===== src/rtl/regbank_pkg.sv =====
package regbank_pkg;
  localparam logic [7:0] ADDR_CTRL   = 8'h01;
  localparam logic [7:0] ADDR_FEAT   = 8'h08;
  localparam logic [7:0] ADDR_CUR_HI = 8'h0E;
  localparam logic [7:0] ADDR_CUR_LO = 8'h0F;
  localparam logic [7:0] ADDR_ACC_HI = 8'h10;
  localparam logic [7:0] ADDR_ACC_LO = 8'h11;
  localparam logic [7:0] OPC_BASE    = 8'h33;
  localparam logic [7:0] OPC_ALT     = 8'h39;
  localparam int unsigned CTRL_SLEEP_BIT = 6;
  localparam int unsigned CTRL_OPC_BIT   = 5;

  function automatic logic is_mapped(input logic [7:0] a);
    return a == ADDR_CTRL || a == ADDR_FEAT || a == ADDR_CUR_HI ||
           a == ADDR_CUR_LO || a == ADDR_ACC_HI || a == ADDR_ACC_LO;
  endfunction
endpackage


===== src/rtl/regbank_snap.sv =====
module regbank_snap #(
  parameter int unsigned W = 16
) (
  input  logic         clk_i,
  input  logic         rst_ni,
  input  logic [W-1:0] live_i,
  input  logic         latch_i,
  input  logic         release_i,
  output logic         held_o,
  output logic [W-1:0] snap_o
);
  always_ff @(posedge clk_i or negedge rst_ni) begin
    if (!rst_ni) begin
      held_o <= 1'b0;
      snap_o <= '0;
    end else if (release_i) begin
      held_o <= 1'b0;
    end else if (latch_i) begin
      held_o <= 1'b1;
      snap_o <= live_i;
    end
  end
endmodule


===== src/rtl/regbank_idle_timer.sv =====
module regbank_idle_timer #(
  parameter int unsigned LIMIT = 65536
) (
  input  logic clk_i,
  input  logic rst_ni,
  input  logic en_i,
  input  logic line_i,
  output logic req_o
);
  localparam int unsigned CW = $clog2(LIMIT + 1);
  localparam logic [CW-1:0] CNT_MAX  = CW'(LIMIT);
  localparam logic [CW-1:0] CNT_LAST = CW'(LIMIT - 1);

  logic [CW-1:0] cnt_q;

  // saturates at LIMIT so the request fires once per low period
  always_ff @(posedge clk_i or negedge rst_ni) begin
    if (!rst_ni) begin
      cnt_q <= '0;
      req_o <= 1'b0;
    end else begin
      req_o <= 1'b0;
      if (line_i) begin
        cnt_q <= '0;
      end else if (cnt_q != CNT_MAX) begin
        cnt_q <= cnt_q + 1'b1;
        if (cnt_q == CNT_LAST) req_o <= en_i;
      end
    end
  end
endmodule


===== src/rtl/regbank_ctrl.sv =====
module regbank_ctrl
  import regbank_pkg::*;
#(
  parameter int unsigned DW = 8
) (
  input  logic            clk_i,
  input  logic            rst_ni,
  input  logic            wr_i,
  input  logic [7:0]      addr_i,
  input  logic [DW-1:0]   wdata_i,
  output logic            sleep_en_o,
  output logic            alt_opc_o,
  output logic [DW-1:0]   feat_o,
  output logic            acc_load_o,
  output logic [2*DW-1:0] acc_wdata_o
);
  logic [DW-1:0] acc_hi_q;

  always_ff @(posedge clk_i or negedge rst_ni) begin
    if (!rst_ni) begin
      sleep_en_o  <= 1'b0;
      alt_opc_o   <= 1'b0;
      feat_o      <= '0;
      acc_hi_q    <= '0;
      acc_load_o  <= 1'b0;
      acc_wdata_o <= '0;
    end else begin
      acc_load_o <= 1'b0;
      if (wr_i) begin
        unique case (addr_i)
          ADDR_CTRL: begin
            sleep_en_o <= wdata_i[CTRL_SLEEP_BIT];
            alt_opc_o  <= wdata_i[CTRL_OPC_BIT];
          end
          ADDR_FEAT:   feat_o   <= wdata_i;
          ADDR_ACC_HI: acc_hi_q <= wdata_i;
          ADDR_ACC_LO: begin
            acc_load_o  <= 1'b1;
            acc_wdata_o <= {acc_hi_q, wdata_i};
          end
          default: ;
        endcase
      end
    end
  end
endmodule


===== src/rtl/batt_reg_bank.sv =====
module batt_reg_bank
  import regbank_pkg::*;
#(
  parameter int unsigned CLK_HZ   = 32768,
  parameter int unsigned IDLE_SEC = 2
) (
  input  logic        clk_i,
  input  logic        rst_ni,
  input  logic [7:0]  addr_i,
  input  logic [7:0]  wdata_i,
  input  logic        wr_i,
  input  logic        rd_i,
  input  logic        cmd_end_i,
  input  logic [15:0] cur_i,
  input  logic [15:0] acc_i,
  input  logic        bus_line_i,
  output logic [7:0]  rdata_o,
  output logic        acc_load_o,
  output logic [15:0] acc_wdata_o,
  output logic        sleep_req_o,
  output logic [7:0]  nar_opcode_o
);
  localparam int unsigned DW    = 8;
  localparam int unsigned NPAIR = 2;
  localparam int unsigned LIMIT = CLK_HZ * IDLE_SEC;

  logic          sleep_en, alt_opc;
  logic [DW-1:0] feat;

  logic [NPAIR-1:0][2*DW-1:0] pair_live, pair_snap;
  logic [NPAIR-1:0][7:0]      pair_hi_addr;
  logic [NPAIR-1:0]           pair_held;

  assign pair_live    = {acc_i, cur_i};
  assign pair_hi_addr = {ADDR_ACC_HI, ADDR_CUR_HI};

  regbank_ctrl #(.DW(DW)) u_ctrl (
    .clk_i, .rst_ni, .wr_i, .addr_i, .wdata_i,
    .sleep_en_o (sleep_en),
    .alt_opc_o  (alt_opc),
    .feat_o     (feat),
    .acc_load_o, .acc_wdata_o
  );

  for (genvar g = 0; g < NPAIR; g++) begin : g_pair
    regbank_snap #(.W(2*DW)) u_snap (
      .clk_i, .rst_ni,
      .live_i    (pair_live[g]),
      .latch_i   (rd_i && addr_i == pair_hi_addr[g]),
      .release_i (cmd_end_i),
      .held_o    (pair_held[g]),
      .snap_o    (pair_snap[g])
    );
  end

  regbank_idle_timer #(.LIMIT(LIMIT)) u_idle (
    .clk_i, .rst_ni,
    .en_i   (sleep_en),
    .line_i (bus_line_i),
    .req_o  (sleep_req_o)
  );

  assign nar_opcode_o = alt_opc ? OPC_ALT : OPC_BASE;

  logic [DW-1:0] rd_val;
  always_comb begin
    unique case (addr_i)
      ADDR_CTRL:   rd_val = {1'b0, sleep_en, alt_opc, 5'b0};
      ADDR_FEAT:   rd_val = feat;
      ADDR_CUR_HI: rd_val = cur_i[15:8];
      ADDR_CUR_LO: rd_val = pair_held[0] ? pair_snap[0][7:0] : cur_i[7:0];
      ADDR_ACC_HI: rd_val = acc_i[15:8];
      ADDR_ACC_LO: rd_val = pair_held[1] ? pair_snap[1][7:0] : acc_i[7:0];
      default:     rd_val = '0;
    endcase
  end

  always_ff @(posedge clk_i or negedge rst_ni) begin
    if (!rst_ni)   rdata_o <= '0;
    else if (rd_i) rdata_o <= rd_val;
  end
endmodule


===== config.mk =====
export PLATFORM = sky130hd
export DESIGN_NAME = batt_reg_bank
export DESIGN_NICKNAME = d
export VERILOG_FILES = /design/src/rtl/regbank_pkg.sv /design/src/rtl/regbank_snap.sv /design/src/rtl/regbank_idle_timer.sv /design/src/rtl/regbank_ctrl.sv /design/src/rtl/batt_reg_bank.sv
export SDC_FILE = /design/constraint.sdc
export NUM_CORES = 1
export LEC_CHECK = 0
export BUFFER_PORTS_ARGS = -buffer_cell sky130_fd_sc_hd__buf_2
export CAP_MARGIN = 20
export CORE_AREA = 3 3 75 105
export DETAILED_ROUTE_END_ITERATION = 8
export DIE_AREA = 0 0 78 108
export PLACE_DENSITY = 0.76
export SYNTH_ARGS = -nofsm -noshare
export SYNTH_HDL_FRONTEND = slang
export SYNTH_SLANG_ARGS = --single-unit
export TNS_END_PERCENT = 30

===== constraint.sdc =====
create_clock -name clk_i -period 3.35 [get_ports clk_i]
set_input_delay 0.67 -clock clk_i [delete_from_list [all_inputs] [get_ports clk_i]]
set_output_delay 0.67 -clock clk_i [all_outputs]
set_load 0.05 [all_outputs]

== Word level (Yosys, flattened, before mapping) ==
Index checks and enable logic that the tools add are counted.

* Logic and storage cells: 49
* Register bits after elaboration: 79
* Output and inout bits: 34
* Input port bits: 54

* Eq/ne operators: 8
* Bitwise logic cells: 1
* Add/subtract/negate cells: 1
* Mux-type cells: 15
* Reductions and logical operators: 11

{| class="wikitable"
|+ Operator list
! operator !! number
|-
| $pmux W8 S6 || 1
|-
| $mux W17 || 2
|-
| $eq A8 B4 Y1 const B || 3
|-
| $add A17 B1 Y17 const B || 1
|-
| $eq A17 B16 Y1 const B || 1
|-
| $ne A17 B17 Y1 const B || 1
|-
| $eq A8 B5 Y1 const B || 2
|-
| $mux W8 || 2
|-
| $reduce_and A2 Y1 || 6
|-
| $mux W1 || 9
|-
| $eq A8 B1 Y1 const B || 1
|-
| $reduce_bool A2 Y1 || 3
|-
| $mux W4 || 1
|-
| $logic_and A1 B1 Y1 || 2
|-
| $not A1 Y1 || 1
|}

== Depth between registers and ports, before layout ==
* Depth after elaboration: 4
* Mapped depth: 6
* Mapped depth without buffers: 6

== By module ==
A second synthesis with hierarchy kept.

* Cells, all modules: 377
* Area total of the unflattened synthesis: 4,664.5 um^2

{| class="wikitable"
|+ By module, submodules not included
! module !! area each (um^2) !! sequential area each (um^2) !! cells each !! instances
|-
| regbank_snap || 695.7 || 425.4 || 38 || 2
|-
| regbank_ctrl || 1,356.3 || 875.8 || 78 || 1
|-
| batt_reg_bank || 979.7 || 200.2 || 127 || 1
|-
| regbank_idle_timer || 937.1 || 450.4 || 96 || 1
|}

== Worst setup path before layout ==
Ideal clock, no wire load.

* Path kind: in2reg
* From: in addr_i[1]
* To: reg u_ctrl.acc_wdata_o[10]
* Setup time: 0.125 ns
* Data required time: 3.225 ns
* Cell stages on the path: 5
* Data arrival time: 2.041 ns
* Path buffers: 2
* Path slack: 1.185 ns
* Path through: buf_2 > nor4b_1 > nand3_2 > buf_2 > mux2_2

* Word-level cells in the longest chain between the ends: 2

{| class="wikitable"
|+ RTL lines
! element !! line !! text
|-
| start: declaration || batt_reg_bank.sv:9 || <nowiki>input logic [7:0] addr_i,</nowiki>
|-
| $eq A8 B5 Y1 || regbank_ctrl.sv:30 || <nowiki>unique case (addr_i)</nowiki>
|-
| $reduce_and A2 Y1 (no line) || n/a ||
|-
| end signal: assignment || regbank_ctrl.sv:39 || <nowiki>acc_wdata_o <= {acc_hi_q, wdata_i};</nowiki>
|-
| end: declaration || regbank_ctrl.sv:15 || <nowiki>output logic [2*DW-1:0] acc_wdata_o</nowiki>
|}

No other way between the ends.
A chain may end at the register's enable or synchronous reset.

== Worst setup path in the final report ==
* From: in addr_i[1]
* To: reg g_pair[1].u_snap.snap_o[0]

* Word-level cells in the longest chain between the ends: 3

{| class="wikitable"
|+ RTL lines
! element !! line !! text
|-
| $eq A8 B5 Y1 || batt_reg_bank.sv:49 || <nowiki>.latch_i (rd_i && addr_i == pair_hi_addr[g]),</nowiki>
|-
| $logic_and A1 B1 Y1 || batt_reg_bank.sv:49 ||
|-
| $reduce_and A2 Y1 (no line) || n/a ||
|-
| end signal: assignment || regbank_snap.sv:20 || <nowiki>snap_o <= live_i;</nowiki>
|-
| end: declaration || regbank_snap.sv:10 || <nowiki>output logic [W-1:0] snap_o</nowiki>
|}

No other way between the ends.

==> summary.txt <==
Worst setup path
  – Kind of critical path: in2reg
  – Worst endpoint required time: 3.59 ns
  – Worst Path Arrival: 2.39 ns
  – Top delay family on crit path: simple AND/OR/NAND/NOR gates
  – Critical path cell sequence: buf_2 > nor4_4 > nand4b_1 > mux2_2
  – Worst path slowest cell: nor4_4
  – Crit-path max FO: 10
  – WP buf/inv: 1
  – Critical path capture point type: flip-flop
  – Worst stage delay on the critical path: 0.59 ns
  – Startpoint types: input pin

Finish
  – Share of layout cells above drive strength 1: ~40%
  – Antenna cell count: 0
  – Final #Nets: 448
  – Fillers: 569
  – Final non-filler cell total: 491
  – Area delta synth->final: 17.0%

Pwr
  – Peak VDD IR: about 0.28 mV
  – Clock power share: 36.4%
  – Sw frac: between 20 and 30%
  – Power, Total: 1.91 mW
  – Sequential fraction of design power: a little over half
  – Power Dens Cells: 430 nW/µm²
  – Lkg Pwr: 2.16 nW
  – Int Power: 1.40 mW
  – Net Switching: 513 µW
  – Combinational share of power: about 11%

Synth
  – Syn_area_per_cell: 12.1 µm²
  – Post-synthesis cell count: 313
  – Seq/Total Area, Yosys: 52.0%
  – Netlist cell types: between 40 and 50
  – Warnings from Yosys: 0
  – Flops & latches, synth: between 70 and 80
  – Synthesized area: 3800 µm²

Route
  – Vias: 2741
  – Total iterations of the first detailed-routing run: 5
  – Initial DRC Count: approximately 170
  – Antenna-violating nets left: 0
  – Routed wire length: 8.23 mm
  – Avg WL per Cell: 16.8 µm
  – Vias per inst: between 5 and 6
  – DR DRC count: 0

Global routing
  – Pin count of the biggest net entering global routing: 80
  – Vias in the first global route: approximately 2800
  – Grt total ovfl: 0
  – Tot GR Track Use: roughly a fifth
  – Initial antenna violation count: 0
  – Global-route wire length before repair: roughly 13 mm

Min path
  – Hold WC Path Type: in2async

Timing
  – Fmax: ~470 MHz
  – Final Setup Violations: 0
  – Sum Neg Setup Slack: 0 ns
  – Relative slew slack: 35.9%
  – Max-slew violations: 0
  – Fin Hold WS: 0.454 ns
  – Clock Skews: around 0.016 ns
  – Final hold vios: 0
  – RSZ-0062 raised after global routing: false
  – Final worst path period share: between 60% and 70%
  – Post-route minimum period: 2.15 ns
  – Least-Margin Pin Slew: 0.962 ns
  – Post-route setup slack: 1.20 ns

CTS
  – # hold bufs at CTS: 0
  – Clk Tree Root Cell: clkbuf_8
  – TritonCTS clock tree: yes
  – Longest Clk Path Bufs: 2
  – Post-CTS resize count: 0
  – TritonCTS Buffers: 9
  – Clock Sinks: 79
  – Htree depth: 3
  – Clock latency on the worst-skew pair: 0.36 ns
  – Worst-path clk slew: 0.08 ns
  – Post-CTS setup buffer count: 0

Run status
  – Status: finished clean

Placed design
  – Post-Place Setup Slack: about 0.86 ns
  – Placed Cells: 475
  – Number of port buffers: between 80 and 90
  – Post-DP HPWL: 6.01 mm
  – RePlAce Congestion: 0.800

Die
  – Die width: 78 µm
  – Die Y: around 110 µm
  – Core Footprint: ~7000 µm²
  – Die area: 8420 µm²
  – FP Rows: 36
  – Initial Util: 54.1%
  – IO Pins: 88

Job
  – Max cap viols: 0
## state kept, by name, summed over array words and instances, names as in the netlist
name                  flops
g_pair.u_snap.held_o      2
g_pair.u_snap.snap_o     16
rdata_o                   8
u_ctrl.acc_hi_q           8
u_ctrl.acc_load_o         1
u_ctrl.acc_wdata_o       16
u_ctrl.alt_opc_o          1
u_ctrl.feat_o             8
u_ctrl.sleep_en_o         1
u_idle.cnt_q             17
u_idle.req_o              1
## metrics by stage
step	util (%)	instance area [µm²]
after detailed placement	60.6	4260
after global routing	63.3	4450
after floorplan	-	3810
after CTS	63.3	4450
after global placement	60.6	4260
final	63.3	4450
## cells by family (layout without fill, tap and decap cells)
group	after synthesis	count (layout)	share of synthesized area [%]
multiplexers	67	67	19.3
flip-flops	79	79	52.0
AND/OR/NAND/NOR	78	78	13.0
adder cells (fa/ha/maj)	3	3	0.988
AO/OA/AOI/OAI	45	45	8.33
buffers and inverters	28	107	3.59
XOR/XNOR	11	11	2.54
other	2	6	0.198
## synthesized netlist by cell type
cell / count / area, µm²
or4_4: 1 / 11.3
buf_4: 7 / 52.6
nor4_1: 2 / 12.5
nor4_4: 2 / 42.5
buf_2: 4 / 20.0
dfrtp_1: 79 / 1980
a31oi_1: 8 / 50.1
or3_1: 3 / 18.8
nand2_1: 10 / 37.5
a22oi_1: 7 / 52.6
o2bb2ai_1: 13 / 114
ha_1: 3 / 37.5
nand3_2: 1 / 10.0
o32a_1: 1 / 10.0
nand2b_1: 1 / 6.26
nor2_1: 22 / 82.6
xnor2_1: 2 / 17.5
and2_1: 2 / 12.5
a21oi_1: 6 / 30.0
a21bo_2: 1 / 10.0
nand2_4: 1 / 11.3
conb_1: 2 / 7.51
nor4_2: 1 / 12.5
clkbuf_1: 8 / 30.0
or4b_2: 1 / 10.0
nand4b_2: 1 / 15.0
nor4b_1: 4 / 35.0
xor2_1: 9 / 78.8
o21ai_0: 7 / 35.0
mux2i_1: 16 / 160
nor3b_1: 1 / 7.51
inv_1: 8 / 30.0
and4b_1: 2 / 20.0
mux2_2: 51 / 574
nand3_1: 9 / 45.0
nand4_1: 7 / 43.8
or3b_2: 1 / 8.76
buf_1: 1 / 3.75
and4_1: 4 / 35.0
o31ai_1: 2 / 15.0
nand4b_1: 1 / 8.76
nand3b_1: 1 / 7.51
## power by group through the flow
stage / combinational (mW) / sequential (mW) / clock (mW)
final: 0.212 / 1.00 / 0.696
after global routing: 0.230 / 1.01 / 0.755
after CTS: 0.215 / 1.00 / 0.707
after detailed placement: 0.214 / 1.02 / 0
after global placement: 0.210 / 1.02 / 0
after floorplan: 0.0908 / 1.06 / 0
## area by class of cell
class                      instances  area (µm²)  area share (%)
clock buffer                      11         131            2.95
clock inverter                     5        58.8            1.32
inverter                           8        30.0           0.675
multi-input combinational        210        1710            38.4
sequential                        79        1980            44.5
tap                               95         119            2.67
timing repair buffer              83         423            9.51
## worst paths after layout
kind | cells after the start | slack, ns | from | endpoint
setup / recovery | 4 | 1.20 | addr_i[1] | g_pair[1].u_snap.snap_o[0]
hold / removal | 1 | 0.45 | rst_ni | g_pair[1].u_snap.snap_o[3]
setup reg to reg | 6 | 1.60 | u_idle.cnt_q[0] | u_idle.cnt_q[2]
hold reg to reg | 1 | 0.50 | u_ctrl.acc_hi_q[7] | u_ctrl.acc_wdata_o[15]
max in group asynchronous | 1 | 2.27 | rst_ni | u_ctrl.acc_hi_q[7]
min in group clk_i | 1 | 0.50 | u_ctrl.acc_hi_q[7] | u_ctrl.acc_wdata_o[15]
## routing by layer
| layer | GRT usage [%] | routed length (µm) | up-vias |
|---|---|---|---|
| met3 | 5.17 | 455 | 16 |
| met4 | 6.75 | 163 | 0 |
| met2 | 35.5 | 4250 | 88 |
| met5 | 0 | 0 | - |
| li1 | - | - | 1287 |
| met1 | 23.9 | 3360 | 1350 |
## placed cells by master (no fill, tap or decap), types with 8 or more instances in the layout
cell,synthesis,final
buf_2,4,80
dfrtp_1,79,79
mux2_2,51,51
nor2_1,22,22
mux2i_1,16,16
o2bb2ai_1,13,13
nand2_1,10,10
nand3_1,9,9
xor2_1,9,9
clkbuf_8,0,9
inv_1,8,8
a31oi_1,8,8
## worst register-to-register path: cells and delay by family (launching register included)
family	cells	cell delay [ns]
flops	1	0.44
compound gates	2	0.43
simple gates	2	0.59
buf+inv	1	0.08
fa+ha+maj	1	0.14
Note: power is estimated with default switching activity, not from simulation.
